==> src/rtl/gpc_pkg.sv <==
package gpc_pkg;
    localparam int CODE_W    = 7;
    localparam int MAX_CODE  = 80;
    localparam int NUM_CH    = 2;
    localparam int SYNC_BIT  = 2;
    localparam int LOAD_A_BIT = 1;
    localparam int LOAD_B_BIT = 0;

    typedef struct packed {
        logic [CODE_W-1:0] code;
    } chan_st_t;
endpackage

==> src/rtl/gpc_clamp.sv <==
module gpc_clamp #(
    parameter int W   = gpc_pkg::CODE_W,
    parameter int MAX = gpc_pkg::MAX_CODE
) (
    input  logic [W-1:0] raw,
    output logic [W-1:0] clamped
);
    localparam logic [W-1:0] LIMIT = W'(MAX);

    always_comb begin
        clamped = (raw > LIMIT) ? LIMIT : raw;
    end
endmodule

==> src/rtl/gpc_chan.sv <==
module gpc_chan
    import gpc_pkg::*;
#(
    parameter int W   = CODE_W,
    parameter int RST = MAX_CODE
) (
    input  logic         clk,
    input  logic         rst_n,
    input  logic         upd,
    input  logic [W-1:0] src,
    output logic [W-1:0] code_q
);
    logic [W-1:0] code_d;

    always_comb begin
        code_d = code_q;
        if (upd) begin
            code_d = src;
        end
    end

    always_ff @(posedge clk or negedge rst_n) begin
        if (!rst_n) begin
            code_q <= W'(RST);
        end else begin
            code_q <= code_d;
        end
    end

    // A channel with no update keeps its code
    assert_hold_R7: assert property (@(posedge clk) disable iff (!rst_n)
        !upd |=> $stable(code_q));
endmodule

==> src/rtl/gpc_power.sv <==
module gpc_power (
    input  logic       ser_mode,
    input  logic       par_shdn,
    input  logic [5:2] pwr_reg,
    output logic       en_a,
    output logic       en_b
);
    always_comb begin
        if (ser_mode) begin
            en_a = !(pwr_reg[5] | pwr_reg[3]);
            en_b = !(pwr_reg[4] | pwr_reg[2]);
        end else begin
            en_a = !par_shdn;
            en_b = !par_shdn;
        end
    end
endmodule

==> src/rtl/gpc_top.sv <==
module gpc_top
    import gpc_pkg::*;
#(
    parameter int W   = CODE_W,
    parameter int MAX = MAX_CODE
) (
    input  logic         clk,
    input  logic         rst_n,
    input  logic         ser_mode,
    input  logic [W-1:0] par_code,
    input  logic         par_shdn,
    input  logic [5:2]   pwr_reg,
    input  logic [W-1:0] atten_a_reg,
    input  logic [W-1:0] atten_b_reg,
    input  logic [2:0]   ctrl_reg,
    output logic [W-1:0] code_a,
    output logic [W-1:0] code_b,
    output logic         en_a,
    output logic         en_b
);
    localparam logic [W-1:0] LIMIT = W'(MAX);

    logic [W-1:0] par_cl;
    logic [W-1:0] ch_out [NUM_CH];
    logic         sync;

    assign sync = ctrl_reg[SYNC_BIT];

    gpc_clamp #(.W(W), .MAX(MAX)) i_par_clamp (
        .raw     (par_code),
        .clamped (par_cl)
    );

    for (genvar ch = 0; ch < NUM_CH; ch++) begin : g_ch
        localparam int LBIT = (ch == 0) ? LOAD_A_BIT : LOAD_B_BIT;
        logic [W-1:0] raw;
        logic [W-1:0] src;
        logic [W-1:0] held;
        logic         upd;

        if (ch == 0) begin : g_a
            assign raw = atten_a_reg;
        end else begin : g_b
            assign raw = sync ? atten_a_reg : atten_b_reg;
        end

        gpc_clamp #(.W(W), .MAX(MAX)) i_clamp (
            .raw     (raw),
            .clamped (src)
        );

        assign upd = ser_mode & ctrl_reg[LBIT];

        gpc_chan #(.W(W), .RST(MAX)) i_chan (
            .clk    (clk),
            .rst_n  (rst_n),
            .upd    (upd),
            .src    (src),
            .code_q (held)
        );

        assign ch_out[ch] = ser_mode ? held : par_cl;
    end

    assign code_a = ch_out[0];
    assign code_b = ch_out[1];

    gpc_power i_power (
        .ser_mode (ser_mode),
        .par_shdn (par_shdn),
        .pwr_reg  (pwr_reg),
        .en_a     (en_a),
        .en_b     (en_b)
    );

    assert_clamp_a_R1: assert property (@(posedge clk) disable iff (!rst_n)
        code_a <= LIMIT);
    assert_clamp_b_R1: assert property (@(posedge clk) disable iff (!rst_n)
        code_b <= LIMIT);
    assert_par_equal_R2: assert property (@(posedge clk) disable iff (!rst_n)
        !ser_mode |-> code_a == code_b);
    assert_par_off_R3: assert property (@(posedge clk) disable iff (!rst_n)
        (!ser_mode && par_shdn) |-> (!en_a && !en_b));
    assert_sync_R5: assert property (@(posedge clk) disable iff (!rst_n)
        (ser_mode && sync && ctrl_reg[LOAD_A_BIT] && ctrl_reg[LOAD_B_BIT])
        |=> (ser_mode |-> code_a == code_b));
endmodule

==> config.mk <==
export PLATFORM = sky130hd
export DESIGN_NAME = gpc_top
export DESIGN_NICKNAME = d
export VERILOG_FILES = /design/src/rtl/gpc_pkg.sv /design/src/rtl/gpc_clamp.sv /design/src/rtl/gpc_chan.sv /design/src/rtl/gpc_power.sv /design/src/rtl/gpc_top.sv
export SDC_FILE = /design/constraint.sdc
export NUM_CORES = 1
export LEC_CHECK = 0
export ABC_AREA = 1
export BUFFER_PORTS_ARGS = -buffer_cell sky130_fd_sc_hd__buf_2
export CORE_UTILIZATION = 50
export DETAILED_ROUTE_END_ITERATION = 16
export GPL_TIMING_DRIVEN = 0
export HOLD_SLACK_MARGIN = 0.15
export PLACE_DENSITY = 0.84
export SETUP_SLACK_MARGIN = 0.1
export SLEW_MARGIN = 20
export SYNTH_ARGS = -nofsm -noshare
export SYNTH_HDL_FRONTEND = slang
export SYNTH_HIERARCHICAL = 1
export SYNTH_SLANG_ARGS = --single-unit
==> constraint.sdc <==
create_clock -name clk -period 1.4 [get_ports clk]
set_input_delay 0.14 -clock clk [delete_from_list [all_inputs] [get_ports clk]]
set_output_delay 0.14 -clock clk [all_outputs]
set_load 0.005 [all_outputs]
Yosys cells after proc, flatten, opt, wreduce, memory -nomap -nowiden
Cells that the tools add are included. Widths: inputs -> output; s select.

Logic and storage cells: 20. Input port bits: 32. Latch bits: 0. Memories: 0. Output and inout port bits: 16. ROM bits: 0. Register bits after elaboration: 14. Bits in writable memories: 0.

Bitwise logic cells: 4. Mux-type cells: 8. Multiply operators: 0. Eq/ne operators: 0. Shifts and indexed selects: 0. Div/mod/pow operators: 0. Reduce and logical (&&, ||, !) cells: 3. $lt $le $gt $ge: 3. Add/sub/neg operators: 0.

Operators by type and width (number): $mux 7 (6); $gt 7x7->1 const B (3); $logic_not 1->1 (3); $and 1x1->1 (2); $mux 1 (2); $or 1x1->1 (2).

Longest topological paths before layout
Gate-level depths: netlist (run 1).

Depth in word-level cells: 3. Mapped depth: 11.

Hierarchy
The synthesis (run 1) kept the hierarchy.

By module, submodules not included: gpc_chan (sequential area each 177.7 µm², cells an instance 30, instances 2, area an instance 271.5 µm²); gpc_top (sequential area each 0.0 µm², cells an instance 65, instances 1, area an instance 266.5 µm²); gpc_clamp (sequential area each 0.0 µm², cells an instance 19, instances 3, area an instance 82.6 µm²); gpc_power (sequential area each 0.0 µm², cells an instance 7, instances 1, area an instance 28.8 µm²).

Least setup slack after synthesis (run 1)
No wires, ideal clock.

Path type: input -> register. Start point: input port ctrl_reg[2]. End point: register g_ch[1].i_chan.code_q[0]. Buffers on the path: 1. Arrival time: 0.964 ns. Library setup time: 0.065 ns. Required time: 1.335 ns. Stages on the path: 10. Path slack: 0.371 ns. Cells stage by stage: buf_4 -> inv_2 -> nand2_1 -> nand2_1 -> nand3_1 -> nor2_2 -> nor2_2 -> nor2_1 -> nand2_1 -> nand2_1.

Word-level cells in the longest chain between the ends: 3.

Ends and longest elaborated chain: from (decl) (line gpc_top.sv:15) `input logic [2:0] ctrl_reg,`; $mux 7 (line gpc_top.sv:44) `assign raw = sync ? atten_a_reg : atten_b_reg;`; named net g_ch[1].raw[6] (line gpc_top.sv:36) `logic [W-1:0] raw;`; $gt 7x7->1 (line gpc_clamp.sv:11) `clamped = (raw > LIMIT) ? LIMIT : raw;`; $mux 7 (line gpc_clamp.sv:11); named net g_ch[1].src[0] (line gpc_top.sv:37) `logic [W-1:0] src;`; to (signal assigned) (line gpc_chan.sv:24) `code_q <= W'(RST);`; to (signal assigned) (line gpc_chan.sv:26) `code_q <= code_d;`; to (decl) (line gpc_chan.sv:11) `output logic [W-1:0] code_q`.

The timed path passes the listed nets, and every way through them passes these cells. A chain may end at the register's enable or synchronous reset.

Worst setup path after layout (run 1)
Start point: register g_ch[1].i_chan.code_q[4]. End point: output port code_b[4].

Word-level cells in the longest chain between the ends: 1.

Ends and longest elaborated chain: $mux 7 (line gpc_top.sv:62) `assign ch_out[ch] = ser_mode ? held : par_cl;`; to (decl) (line gpc_top.sv:17) `output logic [W-1:0] code_b,`.

No other way between the ends.

==> summary.txt, run 1 <==
HP Class -> in -> reg
top-count cell post-synth -> nand2_1
DRT iter0 DRCs -> 23
wire per inst -> 8.618 um
Seq cells post-synth -> 14
Core Util, Final -> 69.75%
crit-path max cell delay -> 0.54 ns
post-CTS sizing -> 0
Filler cells -> 196
DRC violations left -> 0
crit path capture type -> primary output
share of the synthesized area in the top cell type -> 36.98%
critical path launch point type -> flop
Mean Syn Cell Area -> 5.746 um2
Synth area leaders -> nand2_1 37%, dfrtp_1 23%, dfstp_2 9.7%, nor2_1 7.9%, inv_1 5.9%
CTS tree -> done
Mapped Area -> 1086 um2
required time worst endpoint -> 1.26 ns
Routed Antenna Nets -> 0
type of the worst setup path -> reg -> out
Rel. slew slack -> 80.77%
# nets final -> 273
largest net degree at the start of global routing -> 15
Post-CTS Setup Inserts -> 0
Die W -> 48.61 um
setup slack after layout -> 0.2272 ns
clock skew -> 0 ns
Top reg by flops -> g_ch.i_chan/code_q
CTS Buffer Depth -> 2
Initial Utilization -> 54.25%
Post-DP Area -> 1350 um2
final worst path period share -> 83.77%
Pleak -> 0.9048 nW
Slowest cell on crit path -> dfstp_2
# diodes -> 0
Reg area -> 355.3 um2
final instance area -> 1396 um2
Post-synth top cells -> 107 x nand2_1, 23 x nor2_1, 17 x inv_1
status -> completed
Sink Count -> 14
crit-path max FO -> 2
Setup WS pre-CTS -> 0.2592 ns
DIE AREA -> 2362 um2
critical path arrival -> 1.03 ns
via count -> 1166
synthesized instance count -> 189
Synth async-reset ratio -> 100.0%
Via density -> 4.367
Setup TNS -> 0 ns
crit path cell chain -> nand2_1 > nand2_1 > buf_2
H-tree levels -> 1
vias in the first global route -> 1131
post-synth cell types -> 15
biggest regs -> g_ch.i_chan/code_q x14
grt ovf -> 0
GP Congestion -> 0.7280
multi-input logic area -> 584.3 um2
synth warn -> 6
Peak VDD IR -> 0.0004203 V
first-pass GRT wire length -> 4.395 mm
clk slew on worst S/H paths -> 0.08 ns
initial antenna violation count -> 0
Syn-to-layout area delta -> 28.57%
Die Y -> 48.61 um
clk_lat worst skew -> 0.27 ns
DRT Pass-1 Iters -> 4
sequential share of the synthesized area -> 32.72%
top_reg_cell synth -> dfrtp_1
PwrDens -> 795.5 nW/um2
Fin. Hold Viols -> 0
IO Count -> 48
RSZ-0062 raised after global routing -> no
row cnt -> 16
WP buf/inv -> 1
Num CTS Buffers -> 3
syn_nets -> 221
clock root buffer -> clkbuf_4
placed wire-length estimate -> 1.886 mm
maxcap violations -> 0
Tightest Pin Transition -> 0.2885 ns
Post-synth EDFFs -> 0
layout cells sized above 1 -> 28.75%
Setup Viol. Count Final -> 0
total track usage -> 22.99%
max FFs per register -> 14
WL final -> 2.301 mm
Max Slew Vio Count -> 0
Synth area leader -> nand2_1
Largest delay share family, worst path -> flip-flops
Tmin final -> 1.173 ns
Fmax -> 0.8527 GHz
cell mode on critical path -> nand2_1
area of the core -> 2002 um2
Port-buffer cells -> 46
==> area by class of cell <==
cell class                 instances  share of cell area, %
buffer                             8                  4.839
clock buffer                       4                  2.599
inverter                          21                  5.645
multi-input combinational        146                  41.85
sequential                        14                  25.45
tap                               27                  2.419
timing repair buffer              47                  17.20
==> per-stage QoR <==
stage / std cells / hold WS [ns] / power [mW]
after floorplan: 189 / -0.1556 / 0.6987
after global placement: 262 / 0.03929 / 0.8292
after detailed placement: 262 / 0.03952 / 0.8356
after CTS: 267 / 0.1528 / 1.120
after global routing: 267 / 0.1920 / 1.199
final: 267 / 0.1604 / 1.111
==> cells by family (layout without fill, tap and decap cells) <==
logic type      Yosys count  after routing  share of synthesized area (%)
compound gates            6              6                          3.456
simple gates            140            140                          50.35
buf+inv                  29             80                          13.48
flops                    14             14                          32.72
==> report_power, final <==
group	internal (mW)	switching, mW	total, mW
Sequential	0.468	0.0288	0.497
Combinational	0.152	0.182	0.334
Clock	0.158	0.122	0.280
==> cells in the final DEF (no fill, tap or decap), drive strengths merged, types with 3 or more instances in the layout <==
| cell type | instances |
|---|---|
| dfrtp | 10 |
| buf | 51 |
| inv | 21 |
| nor2 | 29 |
| o21ai | 3 |
| o21bai | 3 |
| nand3 | 3 |
| clkbuf | 7 |
| dfstp | 4 |
| nand2 | 107 |
==> worst paths after layout <==
path / start / end / slack (ns) / cells past startpoint
setup / recovery: g_ch[1].i_chan/code_q[4] / code_b[4] / 0.23 / 3
setup reg to reg: g_ch[1].i_chan/code_q[6] / g_ch[1].i_chan/code_q[6] / 0.70 / 2
hold / removal: atten_a_reg[6] / g_ch[0].i_chan/code_q[5] / 0.16 / 4
min in group asynchronous: rst_n / g_ch[1].i_chan/code_q[5] / 0.29 / 2
max in group asynchronous: rst_n / g_ch[0].i_chan/code_q[4] / 0.83 / 2
hold reg to reg: g_ch[0].i_chan/code_q[6] / g_ch[0].i_chan/code_q[6] / 0.47 / 2
==> worst min-delay path, stage by stage <==
cell and delay (ns):
buf_2 0.12, nor2_1 0.05, nand2_1 0.05, nand2_1 0.04
==> per-layer routing <==
metal | up-vias | GRT usage [%] | share of wire, %
met2 | 41 | 39.58 | 47
met4 | 0 | 8.824 | 0.74
met3 | 2 | 0.3145 | 4.4
li1 | 655 | - | -
met5 | - | 0 | 0
met1 | 468 | 30.80 | 48
==> what timing repair did <==
item,CTS,global route
hold endpoints to repair,14,0
hold buffers,1,0
setup endpoints to repair,0,0
Note: power is estimated with default switching activity, not from simulation.
==> run 2, diff against run 1 <==
- CORE_UTILIZATION: 50 -> 47
- PLACE_DENSITY: 0.84 -> 0.8
- clock period: 1.4 -> 1.1 ns (I/O delays scaled with it)
==> run 2 against run 1 <==
  * Clock skew did not move
  * Critical endpoint unchanged
  * Design area increased by 13%
  * Sequential power grew 28%
  * Setup slack worse by 0.27 ns
  * Sequential share of layout area decreased by 2.9 points
  * Clock power increased by 31%
  * Critical path type unchanged
  * Via count grew 5.0%
  * The run now ends with negative setup slack left
  * Combinational power rose by 60%
  * Core utilization grew 2.2 points
==> summary.txt, run 2 (same netlist as run 1, synthesis figures left out) <==
IO Count -> 48
via count -> 1224
required time worst endpoint -> 0.99 ns
critical path arrival -> 1.03 ns
type of the worst setup path -> reg -> out
RSZ-0062 raised after global routing -> yes
final instance area -> 1577 um2
multi-input logic area -> 633.1 um2
crit-path max cell delay -> 0.55 ns
Fmax -> 0.8746 GHz
Pint -> 1.066 mW
CTS tree -> done
commonest non-fill, non-tap cell in the layout -> nand2_1
grt ovf -> 0
WP buf/inv -> 1
Slowest cell on crit path -> dfstp_2
GP Congestion -> 0.7209
crit path cell chain -> nand2_1 > nand2_1 > buf_2
Syn-to-layout area delta -> 45.16%
Sink Count -> 14
failing checks -> negative setup slack
biggest regs -> g_ch.i_chan/code_q x14
Tmin final -> 1.143 ns
Die W -> 50.07 um
clock root buffer -> clkbuf_4
placed wire-length estimate -> 1.865 mm
logic gate share of total power -> 34.8%
total track usage -> 20.80%
DIE AREA -> 2507 um2
Setup Viol. Count Final -> 3
Reg area -> 355.3 um2
area of the core -> 2191 um2
Routed Antenna Nets -> 0
max FFs per register -> 14
CTS Buffer Depth -> 2
initial antenna violation count -> 0
Net Sw Frac -> 30.53%
row cnt -> 17
H-tree levels -> 1
WL final -> 2.594 mm
critical path launch point type -> flop
Tightest Pin Transition -> 0.2907 ns
DRC violations left -> 0
status -> finished, violations left
Filler cells -> 196
DRT Pass-1 Iters -> 4
crit-path max FO -> 2
setup slack after layout -> -0.04344 ns
final worst path period share -> 103.9%
# nets final -> 285
layout cells sized above 1 -> 34.92%
largest net degree at the start of global routing -> 15
cell mode on critical path -> nand2_1
Port-buffer cells -> 46
vias in the first global route -> 1049
DRT iter0 DRCs -> 17
# diodes -> 0
PwrDens -> 973.4 nW/um2
Sequential Power Share -> 41.4%
Num CTS Buffers -> 3
Die Y -> 50.07 um
Fin. Hold Viols -> 0
first-pass GRT wire length -> 4.077 mm
Post-DP Area -> 1351 um2
Peak VDD IR -> 0.0004665 V
wire per inst -> 9.264 um
clk slew on worst S/H paths -> 0.09 ns
Setup TNS -> -0.1003 ns
maxcap violations -> 0
Top reg by flops -> g_ch.i_chan/code_q
sw power -> 0.4686 mW
Pleak -> 0.9833 nW
Largest delay share family, worst path -> flip-flops
clock group share of total power -> 23.8%
clk_lat worst skew -> 0.27 ns
Rel. slew slack -> 80.62%
most frequent cells in the layout -> 105 x nand2_1, 41 x buf_2, 20 x nor2_1
Via density -> 4.371
crit path capture type -> primary output
Initial Utilization -> 49.57%
HP Class -> in -> reg
clock skew -> 0 ns
Max Slew Vio Count -> 0
-- run 2: cell types whose count changed in the layout (fill, tap and decap cells not counted), sizes merged --
cell	delta
buf	+11
dlygate4sd3	+1
-- run 2: layout make-up --
| type | count | area share [%] |
|---|---|---|
| inverter | 21 | 5.159 |
| buffer | 8 | 4.286 |
| tap | 28 | 2.222 |
| timing repair buffer | 59 | 23.33 |
| multi-input combinational | 146 | 40.16 |
| sequential | 14 | 22.54 |
| clock buffer | 4 | 2.302 |
-- run 2: final timing paths --
check	startpoint	to	slack, ns	cells past startpoint
setup reg to reg	g_ch[0].i_chan/code_q[4]	g_ch[0].i_chan/code_q[4]	0.22	4
hold reg to reg	g_ch[0].i_chan/code_q[6]	g_ch[0].i_chan/code_q[6]	0.47	2
hold / removal	atten_a_reg[2]	g_ch[0].i_chan/code_q[2]	0.17	5
min in group asynchronous	rst_n	g_ch[1].i_chan/code_q[0]	0.23	2
max in group asynchronous	rst_n	g_ch[0].i_chan/code_q[6]	0.58	2
setup / recovery	g_ch[1].i_chan/code_q[4]	code_b[4]	-0.04	3
-- run 2: what timing repair did --
action,CTS,global route
endpoints found under the hold margin,16,0
endpoints found under the setup margin,13,14
setup buffers,2,9
pin swaps,21,15
hold buffers,2,0
gates resized for setup,4,16
-- run 2: tightest hold or removal path: stages --
cell and delay, ns:
buf_2 0.11, inv_1 0.05, nor2_1 0.04, nand2_1 0.05, nand2_1 0.04
-- run 2: through the flow --
step                util, %  hold slack [ns]  power [mW]  setup slack, ns  std cells
detailed placement    61.68         0.009277       1.064         0.007181        263
global placement      61.68          0.01066       1.057          0.01799        263
CTS                   65.91           0.1552       1.448         -0.04242        271
finish                71.96           0.1651       1.535         -0.04344        280
floorplan                 -          -0.1856      0.8893           0.1009        189
global route          71.96           0.1835       1.632         -0.08576        280
-- run 2: routing by layer --
metal / part of all wire (%) / global-route usage, % / vias up / routed length (um)
li1: - / - / 679 / -
met5: 0 / 0 / - / 0
met3: 5.0 / 0.9259 / 0 / 130
met2: 49 / 36.22 / 43 / 1273
met1: 46 / 26.44 / 502 / 1190
met4: 0 / 8.571 / 0 / 0
-- run 2: power by group through the flow --
stage / Clock, mW / Combinational (mW) / Sequential, mW
floorplan: 0 / 0.259 / 0.631
global placement: 0 / 0.414 / 0.642
detailed placement: 0 / 0.420 / 0.644
CTS: 0.366 / 0.449 / 0.633
global route: 0.387 / 0.605 / 0.639
finish: 0.366 / 0.534 / 0.635
